**config.mk**
```make
export PLATFORM = sky130hd
export DESIGN_NAME = hdlc_rx
export DESIGN_NICKNAME = d
export VERILOG_FILES = /design/src/rtl/hdlc_rx_pkg.sv /design/src/rtl/hdlc_rx_bitproc.sv /design/src/rtl/hdlc_rx_framer.sv /design/src/rtl/hdlc_rx_fifo.sv /design/src/rtl/hdlc_rx.sv
export SDC_FILE = /design/constraint.sdc
export NUM_CORES = 1
export LEC_CHECK = 0
export ABC_AREA = 0
export CORE_AREA = 2 2 99 173
export CTS_CLUSTER_DIAMETER = 60
export DETAILED_ROUTE_END_ITERATION = 8
export DIE_AREA = 0 0 101 175
export HOLD_SLACK_MARGIN = 0.02
export PLACE_DENSITY = 0.8
export SLEW_MARGIN = 20
export SYNTH_ARGS = -nofsm -noshare
export SYNTH_HDL_FRONTEND = slang
export SYNTH_SLANG_ARGS = --single-unit
```
**constraint.sdc**
```tcl
create_clock -name clk -period 4.2 [get_ports clk]
set_input_delay 0.63 -clock clk [delete_from_list [all_inputs] [get_ports clk]]
set_output_delay 0.63 -clock clk [all_outputs]
set_load 0.02 [all_outputs]
```
**src/rtl/hdlc_rx_pkg.sv**
```systemverilog
package hdlc_rx_pkg;

    localparam logic [7:0]  FLAG_PAT   = 8'h7E;
    localparam logic [7:0]  ABORT_PAT  = 8'h7F;
    localparam logic [8:0]  GA_PAT     = 9'h0FE;
    localparam logic [15:0] CRC_INIT   = 16'hFFFF;
    localparam logic [15:0] CRC_POLY_R = 16'h8408;
    localparam logic [15:0] CRC_GOOD   = 16'hF0B8;
    localparam int unsigned STUFF_RUN  = 5;
    localparam int unsigned IDLE_ONES  = 15;
    localparam int unsigned KEEP_BITS  = 25;
    localparam int unsigned FULL_BITS  = 32;

    typedef enum logic [1:0] {
        ST_MID   = 2'b00,
        ST_FIRST = 2'b01,
        ST_GOOD  = 2'b10,
        ST_BAD   = 2'b11
    } stat_e;

    typedef enum logic [1:0] {
        OP_NONE,
        OP_DROP,
        OP_SHORT,
        OP_COMMIT
    } close_op_e;

    typedef struct packed {
        logic dv;
        logic db;
        logic flag;
        logic abort;
    } bit_evt_t;

    function automatic logic [15:0] crc_step(input logic [15:0] c, input logic b);
        logic fb;
        fb = c[0] ^ b;
        return (c >> 1) ^ (fb ? CRC_POLY_R : 16'h0000);
    endfunction

endpackage

```
**src/rtl/hdlc_rx_bitproc.sv**
```systemverilog
module hdlc_rx_bitproc
    import hdlc_rx_pkg::*;
(
    input  logic     clk,
    input  logic     rst,
    input  logic     bit_en,
    input  logic     bit_in,
    output bit_evt_t evt,
    output logic     ga_det,
    output logic     idle_det
);

    localparam logic [3:0] SKIP_LEN = 4'd8;

    logic [7:0] sh;
    logic [8:0] win;
    logic [3:0] skip;
    logic [2:0] o_ones;
    logic [3:0] r_ones;
    logic       flag1, abort1;
    logic       out_b, drop0;
    logic       is_flag, is_abort, is_ga;

    assign win      = {sh, bit_in};
    assign is_flag  = (win[7:0] == FLAG_PAT);
    assign is_abort = (win[7:0] == ABORT_PAT);
    assign is_ga    = (win == GA_PAT);
    assign out_b    = sh[7];
    assign drop0    = !out_b && (o_ones == 3'(STUFF_RUN));

    always_ff @(posedge clk) begin
        if (rst) begin
            sh       <= '0;
            skip     <= '0;
            o_ones   <= '0;
            r_ones   <= '0;
            flag1    <= 1'b0;
            abort1   <= 1'b0;
            evt      <= '0;
            ga_det   <= 1'b0;
            idle_det <= 1'b0;
        end else begin
            evt.dv    <= 1'b0;
            evt.flag  <= flag1;
            evt.abort <= abort1;
            flag1     <= 1'b0;
            abort1    <= 1'b0;
            ga_det    <= 1'b0;
            if (bit_en) begin
                sh       <= win[7:0];
                r_ones   <= bit_in ? ((r_ones == 4'hF) ? 4'hF : r_ones + 4'd1) : 4'd0;
                idle_det <= bit_in && (r_ones >= 4'(IDLE_ONES - 1));
                ga_det   <= is_ga;
                flag1    <= is_flag;
                abort1   <= is_abort;
                if (skip != 4'd0) begin
                    skip   <= skip - 4'd1;
                    o_ones <= '0;
                end else begin
                    evt.dv <= !drop0;
                    evt.db <= out_b;
                    o_ones <= out_b ? ((o_ones == 3'd7) ? 3'd7 : o_ones + 3'd1) : 3'd0;
                end
                if (is_flag) begin
                    skip <= SKIP_LEN;
                end
            end
        end
    end

endmodule

```
**src/rtl/hdlc_rx_framer.sv**
```systemverilog
module hdlc_rx_framer
    import hdlc_rx_pkg::*;
#(
    parameter int unsigned LEN_W = 6
) (
    input  logic      clk,
    input  logic      rst,
    input  bit_evt_t  evt,
    input  logic      fifo_full,
    output logic      push,
    output logic [7:0] push_data,
    output stat_e     push_stat,
    output close_op_e op,
    output stat_e     fix_stat
);

    localparam logic [LEN_W-1:0] LEN_MAX  = '1;
    localparam logic [LEN_W-1:0] KEEP_LEN = LEN_W'(KEEP_BITS);
    localparam logic [LEN_W-1:0] FULL_LEN = LEN_W'(FULL_BITS);
    localparam logic [LEN_W-1:0] OCT_LEN  = LEN_W'(8);

    logic             infr;
    logic             ovf;
    logic [7:0]       sr;
    logic [2:0]       bidx;
    logic [LEN_W-1:0] nbits;
    logic [15:0]      crc;

    always_comb begin
        push      = 1'b0;
        push_data = {evt.db, sr[7:1]};
        push_stat = (nbits < OCT_LEN) ? ST_FIRST : ST_MID;
        op        = OP_NONE;
        fix_stat  = ST_BAD;
        if (infr && (evt.flag || evt.abort)) begin
            if (nbits < KEEP_LEN)      op = OP_DROP;
            else if (nbits < FULL_LEN) op = OP_SHORT;
            else                       op = OP_COMMIT;
            if (evt.flag && (crc == CRC_GOOD) && (bidx == 3'd0) && !ovf)
                fix_stat = ST_GOOD;
        end else if (infr && evt.dv && (bidx == 3'd7)) begin
            push = 1'b1;
        end
    end

    always_ff @(posedge clk) begin
        if (rst) begin
            infr  <= 1'b0;
            ovf   <= 1'b0;
            sr    <= '0;
            bidx  <= '0;
            nbits <= '0;
            crc   <= CRC_INIT;
        end else if (evt.flag) begin
            infr  <= 1'b1;
            ovf   <= 1'b0;
            bidx  <= '0;
            nbits <= '0;
            crc   <= CRC_INIT;
        end else if (evt.abort) begin
            infr <= 1'b0;
        end else if (infr && evt.dv) begin
            crc  <= crc_step(crc, evt.db);
            sr   <= {evt.db, sr[7:1]};
            bidx <= bidx + 3'd1;
            if (nbits != LEN_MAX) nbits <= nbits + 1'b1;
            if (push && fifo_full) ovf <= 1'b1;
        end
    end

endmodule

```
**src/rtl/hdlc_rx_fifo.sv**
```systemverilog
module hdlc_rx_fifo
    import hdlc_rx_pkg::*;
#(
    parameter int unsigned DEPTH = 16
) (
    input  logic       clk,
    input  logic       rst,
    input  logic       push,
    input  logic [7:0] push_data,
    input  stat_e      push_stat,
    input  close_op_e  op,
    input  stat_e      fix_stat,
    input  logic       pop,
    output logic       full,
    output logic       rd_valid,
    output logic [7:0] rd_data,
    output logic [1:0] rd_stat
);

    localparam int unsigned AW = $clog2(DEPTH);
    localparam int unsigned PW = AW + 1;

    logic [7:0]    mem  [DEPTH];
    stat_e         stm  [DEPTH];
    logic [PW-1:0] wptr, cptr, rptr, last_ptr;
    logic          have_open, do_push;

    assign full      = ((wptr - rptr) == PW'(DEPTH));
    assign have_open = (wptr != cptr);
    assign last_ptr  = wptr - PW'(1);
    assign do_push   = push && !full;
    assign rd_valid  = (cptr != rptr);
    assign rd_data   = mem[rptr[AW-1:0]];
    assign rd_stat   = stm[rptr[AW-1:0]];

    always_ff @(posedge clk) begin
        if (rst) begin
            wptr <= '0;
            cptr <= '0;
            rptr <= '0;
        end else begin
            if (do_push) wptr <= wptr + PW'(1);
            case (op)
                OP_DROP:  wptr <= cptr;
                OP_SHORT: if (have_open) begin
                    wptr <= cptr + PW'(1);
                    cptr <= cptr + PW'(1);
                end
                OP_COMMIT: if (have_open) cptr <= wptr;
                default: ;
            endcase
            if (pop && rd_valid) rptr <= rptr + PW'(1);
        end
    end

    always_ff @(posedge clk) begin
        if (do_push) begin
            mem[wptr[AW-1:0]] <= push_data;
            stm[wptr[AW-1:0]] <= push_stat;
        end
        if (op == OP_SHORT && have_open) stm[cptr[AW-1:0]] <= ST_BAD;
        if (op == OP_COMMIT && have_open) stm[last_ptr[AW-1:0]] <= fix_stat;
    end

endmodule

```
**src/rtl/hdlc_rx.sv**
```systemverilog
module hdlc_rx
    import hdlc_rx_pkg::*;
#(
    parameter int unsigned FIFO_DEPTH = 16,
    parameter int unsigned LEN_W      = 6
) (
    input  logic       clk,
    input  logic       rst,
    input  logic       bit_en,
    input  logic       bit_in,
    input  logic       rd_en,
    output logic       rd_valid,
    output logic [7:0] rd_data,
    output logic [1:0] rd_stat,
    output logic       flag_det,
    output logic       goahead_det,
    output logic       idle_det
);

    bit_evt_t   evt;
    logic       push, full;
    logic [7:0] push_data;
    stat_e      push_stat, fix_stat;
    close_op_e  op;

    hdlc_rx_bitproc u_bits (
        .clk      (clk),
        .rst      (rst),
        .bit_en   (bit_en),
        .bit_in   (bit_in),
        .evt      (evt),
        .ga_det   (goahead_det),
        .idle_det (idle_det)
    );

    assign flag_det = evt.flag;

    hdlc_rx_framer #(.LEN_W(LEN_W)) u_frm (
        .clk       (clk),
        .rst       (rst),
        .evt       (evt),
        .fifo_full (full),
        .push      (push),
        .push_data (push_data),
        .push_stat (push_stat),
        .op        (op),
        .fix_stat  (fix_stat)
    );

    hdlc_rx_fifo #(.DEPTH(FIFO_DEPTH)) u_q (
        .clk       (clk),
        .rst       (rst),
        .push      (push),
        .push_data (push_data),
        .push_stat (push_stat),
        .op        (op),
        .fix_stat  (fix_stat),
        .pop       (rd_en),
        .full      (full),
        .rd_valid  (rd_valid),
        .rd_data   (rd_data),
        .rd_stat   (rd_stat)
    );

endmodule

```
==> flow_summary.json <==
{
  "num_vias": 6145,
  "die_y_um": 175,
  "clock_sinks": 240,
  "setup_viol": 0,
  "route.detailed.drc": 0,
  "cts_buffers": 21,
  "multi_input_area_um2": 3680,
  "firstDrtPassIters": 5,
  "drt_iter0_markers": 417,
  "cp.arrival_ns": 2.81,
  "post_synth.cell_area_avg_um2": 13.7,
  "status": "finished, final reports clean",
  "required_ns": 3.57,
  "synth_nets": 785,
  "period_minus_slack_ns": 3.44,
  "synth_warnings": 0,
  "worstMarginPinSlew_ns": 1.01,
  "max_freq_mhz": 290,
  "final-instance-count-excl-fill": 980,
  "async_flop_share_pct": 0,
  "drt_wl_total_um": 20500,
  "synth_top_area_cell": "edfxtp_1",
  "startpoint_type": "flop",
  "synth_edf_count": 160,
  "dp.cells": 942,
  "synth_top_area_share_pct": 46.4,
  "grt_max_degree": 41,
  "cts_setup_buffers": 0,
  "yosysMostFrequentCell": "edfxtp_1",
  "ant_nets": 0,
  "io_buffers": 18,
  "r2r_cells": 11,
  "grtUsageTotal_pct": 24.1,
  "die_area_um2": 17700,
  "grt_pass1_vias": 6318,
  "ff_latch_area_um2": 6410,
  "n_antenna_cell": 0,
  "hp-class": "reg2reg",
  "ys_types": 71,
  "gp_congestion": 0.959,
  "peakVddDrop_mv": 0.395,
  "synth_seq_cells": 240,
  "cp-end-kind": "primary output",
  "core-area_um2": 16300,
  "cts.clk_slew.worst_paths_ns": 0.07,
  "drt-wirelength-per-cell_um": 20.9,
  "cts_resized": 0,
  "place_ws_ns": 0.968,
  "grt_first_pass_wirelength_um": 33100,
  "fin_setup_tns_ns": 0,
  "clock_path_buffers": 3,
  "root_buffer": "clkbuf_16",
  "num_rows": 62,
  "synth_common_cells": "edfxtp_1 (160), dfxtp_1 (80), nand2_1 (71), nor2_1 (65), mux4_2 (50)",
  "maxCapViolations": 0,
  "antenna_found_initial": 0,
  "skew_ns": 0.0194,
  "final_hold_viol_count": 0,
  "hold_buffers": 0,
  "viasPerCell": 6.27,
  "timing.final.crit_share_pct": 82.0,
  "rsz0062_at_grt": "false",
  "n_fill_cell": 1092,
  "fp.dieW_um": 101,
  "power_density_nw_per_um2": 402,
  "drive_gt1_share_pct": 16.2,
  "p_leak_nw": 3.76,
  "path_max_fanout": 40,
  "slew_headroom_pct": 32.2,
  "seq_area_frac_synth_pct": 61.8,
  "ys.flop_type": "edfxtp_1",
  "area_growth_pct": 10.2,
  "cts_htree_levels": 1,
  "start_util_pct": 63.6,
  "setup_ws_ns": 0.758,
  "io_pins": 19,
  "crit_type": "reg2out",
  "finalMaxSlewViolations": 0,
  "synthCells": 756,
  "grt_overflow": 0,
  "clk_latency_ns": 0.51,
  "worstHoldPathCells": 1,
  "finalPower_mw": 4.60,
  "synthTopCellsByArea": "edfxtp_1 (46%), dfxtp_1 (15%), mux4_2 (11%), ha_1 (2.9%), nand2_1 (2.6%)",
  "synth_area_um2": 10400,
  "cts_tree": "done",
  "nets": 802,
  "dp_hpwl_um": 14100
}
[worst max-delay path, stage by stage, from the launching register on]
cell	delay, ns
dfxtp_2	0.34
buf_12	0.29
mux4_2	0.58
mux4_2	0.48
clkdlybuf4s50_1	0.56
[cell families after synthesis]
logic type,synth area share [%]
xor gates and xnor gates,2.37
and+or+nand+nor,11.2
muxes,11.8
AOI/OAI and AO/OA,7.19
DFF,61.8
buffers and inverters,2.68
adders and majority gates,2.90
[through the flow]
stage / utilization (%) / cell area, um^2 / hold WS, ns
2_1_floorplan: - / 10400 / 0.414
3_3_place_gp: 65.9 / 10700 / 0.421
3_5_place_dp: 65.9 / 10700 / 0.429
4_1_cts: 70.1 / 11400 / 0.445
5_1_grt: 70.1 / 11400 / 0.467
6_report: 70.1 / 11400 / 0.442
[where the power goes]
group          internal (mW)  total [mW]  switching [mW]
Combinational         0.0494       0.127          0.0779
Clock                   1.11        1.95           0.842
Sequential              2.50        2.52          0.0143
[layout make-up]
| cell class | count | area share, % |
|---|---|---|
| clock buffer | 27 | 5.07 |
| clock inverter | 11 | 1.05 |
| inverter | 21 | 0.690 |
| multi-input combinational | 454 | 32.2 |
| sequential | 240 | 56.1 |
| tap | 192 | 2.10 |
| timing repair buffer | 35 | 2.80 |
[path summary, 6_finish.rpt]
path | startpoint | to | slack (ns)
worst max-delay path | flop | rd_data[1] | 0.76
worst min-delay path | u_bits.abort1 | u_bits.evt[0] | 0.44
worst max register to register | u_frm.nbits[0] | u_q.stm[8][1] | 0.95
worst min register to register | u_bits.abort1 | u_bits.evt[0] | 0.44
[cells in the final DEF (no fill, tap or decap), types with 5 or more instances in the layout]
cell type,netlist,layout
a22oi_1,5,5
nand3_1,27,27
mux2i_1,10,10
xor2_1,13,13
clkbuf_16,0,21
nor3_1,27,27
o22ai_1,5,5
mux4_2,50,50
nand2b_1,10,10
ha_1,24,24
nor2_1,65,65
a21oi_1,32,32
inv_1,20,21
o21ai_0,14,14
nand4_1,7,7
o21a_1,5,5
nand2_1,71,71
dfxtp_1,80,79
buf_4,1,16
clkdlybuf4s50_1,0,18
edfxtp_1,160,160
xnor2_1,15,15
[sequential cells by signal, indices dropped and copies added (netlist names), named ones only]
signal	cells
u_q.mem	128
u_q.stm	32
u_frm.ovf	1
u_q.rptr	5
u_frm.nbits	6
u_frm.bidx	3
u_bits.r_ones	4
u_bits.skip	4
u_frm.infr	1
u_bits.evt	4
u_bits.ga_det	1
u_bits.sh	8
u_q.cptr	5
u_frm.crc	16
u_bits.o_ones	3
u_frm.sr	7
u_q.wptr	5
u_bits.abort1	1
u_bits.flag1	1
u_bits.idle_det	1
[routing by layer]
layer  wire length [um]  global-route usage [%]
met2              11600                    44.9
met3                780                    2.64
met4                581                    7.49
met5                  0                       0
met1               7560                    28.6
(Power assumes the default switching activity.)
